### src/rtl/wakeTimerPkg.sv
package wakeTimerPkg;
  localparam int REG_AW = 3;
  localparam logic [REG_AW-1:0] ADDR_CNT0 = 3'd0;
  localparam logic [REG_AW-1:0] ADDR_CNT1 = 3'd1;
  localparam logic [REG_AW-1:0] ADDR_CNT2 = 3'd2;
  localparam logic [REG_AW-1:0] ADDR_CTRL = 3'd3;
  localparam logic [REG_AW-1:0] ADDR_FLAG = 3'd4;

  typedef enum logic [1:0] {
    SRC_4096HZ = 2'b00,
    SRC_64HZ   = 2'b01,
    SRC_1HZ    = 2'b10,
    SRC_1MIN   = 2'b11
  } srcSel_t;

  typedef struct packed {
    logic load;  // follow the preset while stopped
    logic step;  // selected tick while running
  } ctrlStrobes_t;
endpackage

### src/rtl/wakeTimerDatapath.sv
module wakeTimerDatapath
  import wakeTimerPkg::*;
#(
  parameter int CNT_W = 24
) (
  input  logic             clk,
  input  logic             rstN,
  input  ctrlStrobes_t     strobes,
  input  logic [CNT_W-1:0] preset,
  output logic [CNT_W-1:0] count,
  output logic             atOne
);
  localparam logic [CNT_W-1:0] ONE = CNT_W'(1);

  assign atOne = (count == ONE);

  // A zero preset wraps through all ones, so the period is 2^CNT_W ticks
  always_ff @(posedge clk) begin
    if (!rstN)              count <= '0;
    else if (strobes.load)  count <= preset;
    else if (strobes.step)  count <= atOne ? preset : count - ONE;
  end

  // the count moves only on a load or on a selected tick
  p_hold_r10: assert property (@(posedge clk) disable iff (!rstN)
    (!strobes.load && !strobes.step) |=> $stable(count));
  // an expiring tick reloads the preset
  p_reload_r4: assert property (@(posedge clk) disable iff (!rstN)
    (strobes.step && !strobes.load && atOne) |=> (count == $past(preset)));
endmodule

### src/rtl/wakeTimerCtrl.sv
module wakeTimerCtrl
  import wakeTimerPkg::*;
#(
  parameter int CNT_W     = 24,
  parameter int RET_SHORT = 1,
  parameter int RET_LONG  = 32
) (
  input  logic              clk,
  input  logic              rstN,
  input  logic              baseTick,
  input  logic              tick64,
  input  logic              tick1s,
  input  logic              tick1m,
  input  logic              regWe,
  input  logic [REG_AW-1:0] regAddr,
  input  logic [7:0]        regWdata,
  input  logic              atOne,
  output ctrlStrobes_t      strobes,
  output logic [CNT_W-1:0]  preset,
  output logic              enable,
  output logic              irqEn,
  output srcSel_t           srcSel,
  output logic              tfFlag,
  output logic              irqN
);
  localparam int RET_W = $clog2(RET_LONG + 1);
  localparam int NBYTES = CNT_W / 8;

  logic             selTick;
  logic             expire;
  logic             irqActive;
  logic [RET_W-1:0] retCnt;

  always_comb begin
    case (srcSel)
      SRC_4096HZ: selTick = baseTick;
      SRC_64HZ:   selTick = tick64;
      SRC_1HZ:    selTick = tick1s;
      default:    selTick = tick1m;
    endcase
  end

  assign strobes.load = !enable;
  assign strobes.step = enable && selTick;
  assign expire       = strobes.step && atOne;
  assign irqN         = !irqActive;

  // Preset bytes, writable only while stopped
  for (genvar b = 0; b < NBYTES; b++) begin : g_presetByte
    always_ff @(posedge clk) begin
      if (!rstN) preset[8*b +: 8] <= '0;
      else if (regWe && !enable && regAddr == REG_AW'(b))
        preset[8*b +: 8] <= regWdata;
    end
  end

  always_ff @(posedge clk) begin
    if (!rstN) begin
      enable <= 1'b0;
      irqEn  <= 1'b0;
      srcSel <= SRC_4096HZ;
      tfFlag <= 1'b0;
    end else begin
      if (regWe && regAddr == ADDR_CTRL) begin
        enable <= regWdata[0];
        irqEn  <= regWdata[1];
        if (!enable) srcSel <= srcSel_t'(regWdata[3:2]);
      end
      if (expire)
        tfFlag <= 1'b1;
      else if (regWe && regAddr == ADDR_FLAG && !regWdata[0])
        tfFlag <= 1'b0;
    end
  end

  // Self-clearing interrupt, timed in base ticks
  always_ff @(posedge clk) begin
    if (!rstN) begin
      irqActive <= 1'b0;
      retCnt    <= '0;
    end else if (expire && irqEn) begin
      irqActive <= 1'b1;
      retCnt    <= (srcSel == SRC_4096HZ) ? RET_W'(RET_SHORT) : RET_W'(RET_LONG);
    end else if (irqActive && baseTick) begin
      if (retCnt == RET_W'(1)) irqActive <= 1'b0;
      else                     retCnt    <= retCnt - RET_W'(1);
    end
  end

  p_tf_on_expire_r4: assert property (@(posedge clk) disable iff (!rstN)
    expire |=> tfFlag);
  p_irq_needs_en_r6: assert property (@(posedge clk) disable iff (!rstN)
    $fell(irqN) |-> $past(expire && irqEn));
  p_preset_locked_r9: assert property (@(posedge clk) disable iff (!rstN)
    $past(enable) |-> $stable(preset));
  p_src_locked_r9: assert property (@(posedge clk) disable iff (!rstN)
    $past(enable) |-> $stable(srcSel));
  p_irq_release_r7: assert property (@(posedge clk) disable iff (!rstN)
    $rose(irqN) |-> $past(baseTick));
endmodule

### src/rtl/wakeTimer.sv
module wakeTimer
  import wakeTimerPkg::*;
#(
  parameter int CNT_W     = 24,
  parameter int RET_SHORT = 1,
  parameter int RET_LONG  = 32
) (
  input  logic       clk,
  input  logic       rstN,
  input  logic       baseTick,
  input  logic       tick64,
  input  logic       tick1s,
  input  logic       tick1m,
  input  logic       regWe,
  input  logic [2:0] regAddr,
  input  logic [7:0] regWdata,
  output logic [7:0] regRdata,
  output logic       irqN
);
  localparam int NBYTES = CNT_W / 8;

  ctrlStrobes_t     strobes;
  logic [CNT_W-1:0] preset;
  logic [CNT_W-1:0] count;
  logic             atOne;
  logic             enable;
  logic             irqEn;
  srcSel_t          srcSel;
  logic             tfFlag;
  logic [CNT_W-1:0] viewWord;

  wakeTimerCtrl #(.CNT_W(CNT_W), .RET_SHORT(RET_SHORT), .RET_LONG(RET_LONG)) uCtrl (
    .clk(clk), .rstN(rstN), .baseTick(baseTick), .tick64(tick64),
    .tick1s(tick1s), .tick1m(tick1m), .regWe(regWe), .regAddr(regAddr),
    .regWdata(regWdata), .atOne(atOne), .strobes(strobes), .preset(preset),
    .enable(enable), .irqEn(irqEn), .srcSel(srcSel), .tfFlag(tfFlag),
    .irqN(irqN)
  );

  wakeTimerDatapath #(.CNT_W(CNT_W)) uData (
    .clk(clk), .rstN(rstN), .strobes(strobes), .preset(preset),
    .count(count), .atOne(atOne)
  );

  assign viewWord = enable ? count : preset;

  always_comb begin
    regRdata = '0;
    for (int b = 0; b < NBYTES; b++)
      if (regAddr == REG_AW'(b)) regRdata = viewWord[8*b +: 8];
    if (regAddr == ADDR_CTRL) regRdata = {4'b0, srcSel, irqEn, enable};
    if (regAddr == ADDR_FLAG) regRdata = {7'b0, tfFlag};
  end
endmodule

### config.mk
export PLATFORM = sky130hd
export DESIGN_NAME = wakeTimer
export DESIGN_NICKNAME = d
export VERILOG_FILES = /design/src/rtl/wakeTimerPkg.sv /design/src/rtl/wakeTimerDatapath.sv /design/src/rtl/wakeTimerCtrl.sv /design/src/rtl/wakeTimer.sv
export SDC_FILE = /design/constraint.sdc
export NUM_CORES = 1
export LEC_CHECK = 0
export ABC_AREA = 1
export BUFFER_PORTS_ARGS = -buffer_cell sky130_fd_sc_hd__buf_4
export CAP_MARGIN = 20
export CORE_UTILIZATION = 30
export DETAILED_ROUTE_END_ITERATION = 10
export MAX_ROUTING_LAYER = met4
export PLACE_DENSITY = 0.47
export SKIP_CTS_REPAIR_TIMING = 1
export SYNTH_ARGS = -nofsm -noshare
export SYNTH_HDL_FRONTEND = slang
export SYNTH_SLANG_ARGS = --single-unit
### constraint.sdc
create_clock -name clk -period 2.45 [get_ports clk]
set_clock_uncertainty 0.2 [all_clocks]
set_input_delay 0.3675 -clock clk [delete_from_list [all_inputs] [get_ports clk]]
set_output_delay 0.3675 -clock clk [all_outputs]
set_load 0.02 [all_outputs]
# Word level (Yosys, flattened, before mapping)
# Index checks and enable logic that the tools add are counted.
dict set report totals {
  elab_cells 64
  reg_bits 60
  out_inout_bits 9
  inputBits 18
}
dict set report op_classes {
  reduce_logical 22
  n_bitwise 1
  mux 19
  add_sub_neg 2
  n_eq_ne 10
}
# cell n
set op_table {}
lappend op_table {{$mux W24} 4}
lappend op_table {{$mux W8} 5}
lappend op_table {{$eq A24 B1 Y1 const B} 1}
lappend op_table {{$mux W6} 4}
lappend op_table {{$sub A24 B1 Y24 const B} 1}
lappend op_table {{$logic_and A1 B1 Y1} 11}
lappend op_table {{$eq A3 B2 Y1 const B} 2}
lappend op_table {{$eq A6 B1 Y1 const B} 1}
lappend op_table {{$reduce_and A2 Y1} 3}
lappend op_table {{$reduce_bool A2 Y1} 3}
lappend op_table {{$sub A6 B1 Y6 const B} 1}
lappend op_table {{$mux W1} 5}
lappend op_table {{$ne A2 B1 Y1 const B} 2}
lappend op_table {{$eq A3 B1 Y1 const B} 1}
lappend op_table {{$eq A3 B3 Y1 const B} 1}
lappend op_table {{$logic_not A1 Y1} 3}
lappend op_table {{$logic_not A3 Y1} 1}
lappend op_table {{$pmux W1 S3} 1}
lappend op_table {{$eq A2 B1 Y1 const B} 1}
lappend op_table {{$eq A2 B2 Y1 const B} 1}
lappend op_table {{$logic_not A2 Y1} 1}
lappend op_table {{$not A1 Y1} 1}

# Depth between registers and ports, before layout
dict set report depth {
  word_depth 7
  ltp_mapped 13
  mapped_depth_nobuf 12
}

# By module
# Synthesis repeated with hierarchy kept, for this count alone.
dict set report unflattened {
  cells_unflattened 646
  area_unflattened_um2 3987.6
}
# module seq_area_each_um2 instances area_each_um2 cells_each
set modules_own_cells {}
lappend modules_own_cells {wakeTimerDatapath 480.5 1 1888.1 309}
lappend modules_own_cells {wakeTimerCtrl 720.7 1 1535.2 207}
lappend modules_own_cells {wakeTimer 0.0 1 564.3 130}

# Worst setup path after synthesis
# Ideal clock, no wire load.
dict set report synth_path {
  path_kind {input -> output}
  from {input port regAddr[2]}
  to {output port regRdata[3]}
  path_stages 9
  n_path_buf 1
  t_arrival_ns 1.434
  required_ns 1.882
  setup_slack_ns 0.448
  cell_sequence {nor2_1 -> inv_1 -> nor2_1 -> inv_1 -> clkbuf_1 -> a21oi_1 -> o21ai_0 -> a21oi_1 -> a21oi_1}
}
dict set report synth_between {
  elab_chain_len 6
  elab_cells_between_ends 10
  cone_classes {4 x eq/ne; 5 x mux; 1 x reduce/logical}
}
# element line
set synth_rtl {}
lappend synth_rtl {{start, declared} wakeTimer.sv:15} ;# input logic [2:0] regAddr,
lappend synth_rtl {{$logic_not A3 Y1} wakeTimer.sv:50} ;# if (regAddr == REG_AW'(b)) regRdata = viewWord[8*b +: 8];
lappend synth_rtl {{$mux W8 (3 in a row)} wakeTimer.sv:50}
lappend synth_rtl {{$mux W8} wakeTimer.sv:51} ;# if (regAddr == ADDR_CTRL) regRdata = {4'b0, srcSel, irqEn, enable};
lappend synth_rtl {{$mux W8 (*)} wakeTimer.sv:52} ;# if (regAddr == ADDR_FLAG) regRdata = {7'b0, tfFlag};
lappend synth_rtl {{end, declared} wakeTimer.sv:17} ;# output logic [7:0] regRdata,
# Mark *: on every way between the ends. The rest lies on a longest branch, timed or not.

# Worst setup path in the final report
dict set report layout_path {
  from {register uCtrl.enable}
  to {output port regRdata[0]}
}
dict set report layout_between {
  elab_chain_len 6
}
# element line
set layout_rtl {}
lappend layout_rtl {{start, declared} wakeTimerCtrl.sv:20} ;# output logic enable,
lappend layout_rtl {{start signal, assigned} wakeTimerCtrl.sv:65} ;# enable <= regWdata[0];
lappend layout_rtl {{$mux W24} wakeTimer.sv:45} ;# assign viewWord = enable ? count : preset;
lappend layout_rtl {{$mux W8 (3 in a row)} wakeTimer.sv:50}
lappend layout_rtl {{$mux W8 (*)} wakeTimer.sv:51}
lappend layout_rtl {{$mux W8 (*)} wakeTimer.sv:52}
# Marked as above.

==> metrics.txt <==
highest clock rate=432.0 MHz; worst min path class=input pin to flop; Routed Antenna Nets=0; VDD IR-drop max=398.1 µV; Hold Crit Endpoint=uCtrl.preset[12]$_SDFFE_PN0P_; Tot Pwr=2803 µW; Inserted Diodes=0; Reg-to-Reg Start=uData.count[1]$_SDFFE_PN0P_; PD cells=616.0 mW/mm²; outcome=completed; worst reg2reg setup slack=280 ps; Final Max Slew Viols=0; vias post-DR=3969; min-delay src=regWdata[4]; Sink Count=60; DRT iter0 DRCs=244; router iterations before antenna repair=5; Worst-Skew Late Latency=340 ps; DR DRC count=0; clk root buf=clkbuf_16; commonest non-fill, non-tap cell in the layout=nand2_1; FFs w/ async S/R, synth=0%; detailed placer's ending HPWL=9.680 mm; RSZ-0062 raised after global routing=no; max_cap viols=0; I/O Buffers=26; Die ar.=0.01323 mm²; cell depth of the worst setup path=6; Least-Margin Pin Slew=599.2 ps; most frequent cells in the layout=nand2_1, a21oi_1, inv_1; r2r worst-path depth=12; Layout Nets=660; setup tns final=0 ps; initial antenna violation count=0; CP Buf/Inv Count=2; crit-path cells=clkbuf_16, nand2_1, o21ai_0, a221oi_2, o211ai_1, buf_4; total gr overflow=0; wire length per cell=16.12 µm; crit share post-route=94.48%; Crit-path slowest cell=dfxtp_4; worst hold stages=3; CTS H-Tree Depth=3; Inst Count DP=791; Clock Pin Slew Worst Setup and Hold Paths=50 ps; ys flop type=dfxtp_1; layout cells sized above 1=14.15%; final setup fails=0; GRT Overall Usage=21.55%; # IOs=27; crit end category=output port; cell area after synthesis=0.003831 mm²; Syn Nets=635; syn_area_per_cell=6.250 µm²; Final Hold Viols=0; Ys Warns=0; leakage=0.001945 µW; routed wire length=13.07 mm; Post-Layout Cell Count=811; core area=0.01221 mm²; CTS tree=yes; Netlist cell types=34; Clock Tree Buf Depth=2; worst-path fanout max=23; area grow syn2layout=18.75%; die height=115.0 µm; first-pass GRT wire length=20.37 mm; Synth Instances=613; Critical Path AT=1750 ps; Critical Path RT=1880 ps; CP max stage delay=370 ps; Final min period=2315 ps; max_slew headroom=59.90%; Die X=115.0 µm; Starting Density=31.37%; worst hold margin=100.9 ps; CP Class=flop to output port; sequential cell area fraction in the yosys report=31.35%; Crit path max-delay family=compound AO/OA/AOI/OAI gates; number of synthesized register bits=60; vias in the first global route=3710; Via density=4.894; TritonCTS buffer count=9; GPL Wtd Cong=0.9107; # rows=40; number of flops mapped to enable cells by yosys=0; capturing point of the worst reg2reg path=uCtrl.retCnt[5]$_SDFFE_PN0P_; CP startpoint kind=flop; largest net degree at the start of global routing=47
[cell families (layout without fill, tap and decap cells)]
family	count (synthesis)	count (layout)	share of synthesized area (%)
flops	60	60	31.35
xor+xnor	4	4	0.9146
fa+ha+maj	4	4	1.306
buf+inv	106	136	11.27
compound gates	156	156	21.82
simple gates	283	283	33.34
[worst reg2reg max path, stage by stage (launching register included)]
cell     delay (ps)
dfxtp_1         330
inv_1            90
ha_1            230
inv_1            60
nor2_1          110
nand2_2          70
nor2_4          100
nand3_4         130
nor2_2          220
nand2_2         170
nand2_2         140
nand3_1          70
nor2b_1         130
[registers in the layout (all words and copies together) (netlist names)]
signal           cells
uCtrl.enable         1
uCtrl.preset        24
uData.count         24
uCtrl.retCnt         6
uCtrl.irqActive      1
uCtrl.irqEn          1
uCtrl.srcSel         2
uCtrl.tfFlag         1
[worst max-delay path by stage]
stage	slack, ps	from	to
final	140	uCtrl.enable$_SDFFE_PN0P_	regRdata[0]
after floorplan	450	regAddr[2]	regRdata[3]
after detailed placement	130	regAddr[2]	regRdata[4]
after global routing	10	uCtrl.enable$_SDFFE_PN0P_	regRdata[0]
after global placement	70	regAddr[2]	regRdata[4]
after CTS	-60	uCtrl.enable$_SDFFE_PN0P_	regRdata[0]
[cell usage after synthesis, types with 2 or more instances]
cell type	count	area (µm²)
nand2_2	6	37.54
nor2_2	10	62.56
xor2_1	2	17.52
nand3b_1	4	30.03
ha_1	4	50.05
inv_1	77	289.0
nand4_1	8	50.05
inv_2	2	7.510
dfxtp_1	60	1201
o21bai_1	3	22.52
o311ai_0	6	52.55
o21ai_0	61	305.3
nor2_1	65	244.0
a21oi_1	80	400.4
nor3_1	6	30.03
buf_6	2	22.52
xnor2_1	2	17.52
clkbuf_1	12	45.04
nand2_1	130	488.0
nand3_1	42	210.2
o211ai_1	4	30.03
nor2_4	6	67.56
buf_2	10	50.05
[per-stage QoR]
step	cell area (µm²)	utilization, %	setup WS [ps]
after global placement	4204	34.43	70.89
after floorplan	3831	-	448.1
after global routing	4549	37.25	12.78
after detailed placement	4204	34.43	134.8
final	4549	37.25	135.2
after CTS	4482	36.70	-61.85
[where the power goes]
group          internal (µW)  total [µW]  switching (µW)
combinational            191         558             366
sequential              1010        1050            37.6
clock                    687        1200             511
total                   1890        2800             915
[per-layer routing]
layer | up-vias | part of all wire, % | global-route usage [%]
met2 | 114 | 45 | 32.25
met5 | - | 0 | -
met3 | 23 | 5.9 | 4.006
met1 | 1776 | 46 | 28.58
met4 | 0 | 2.5 | 8.485
li1 | 2056 | - | -
[cell type report]
type	count	area, µm²
sequential	60	1205
inverter	81	310.3
fill	1358	7662
clock buffer	9	225.2
tap	168	210.2
timing repair buffer	39	335.3
clock inverter	7	52.55
multi-input combinational	447	2211
(Power assumes the default switching activity.)
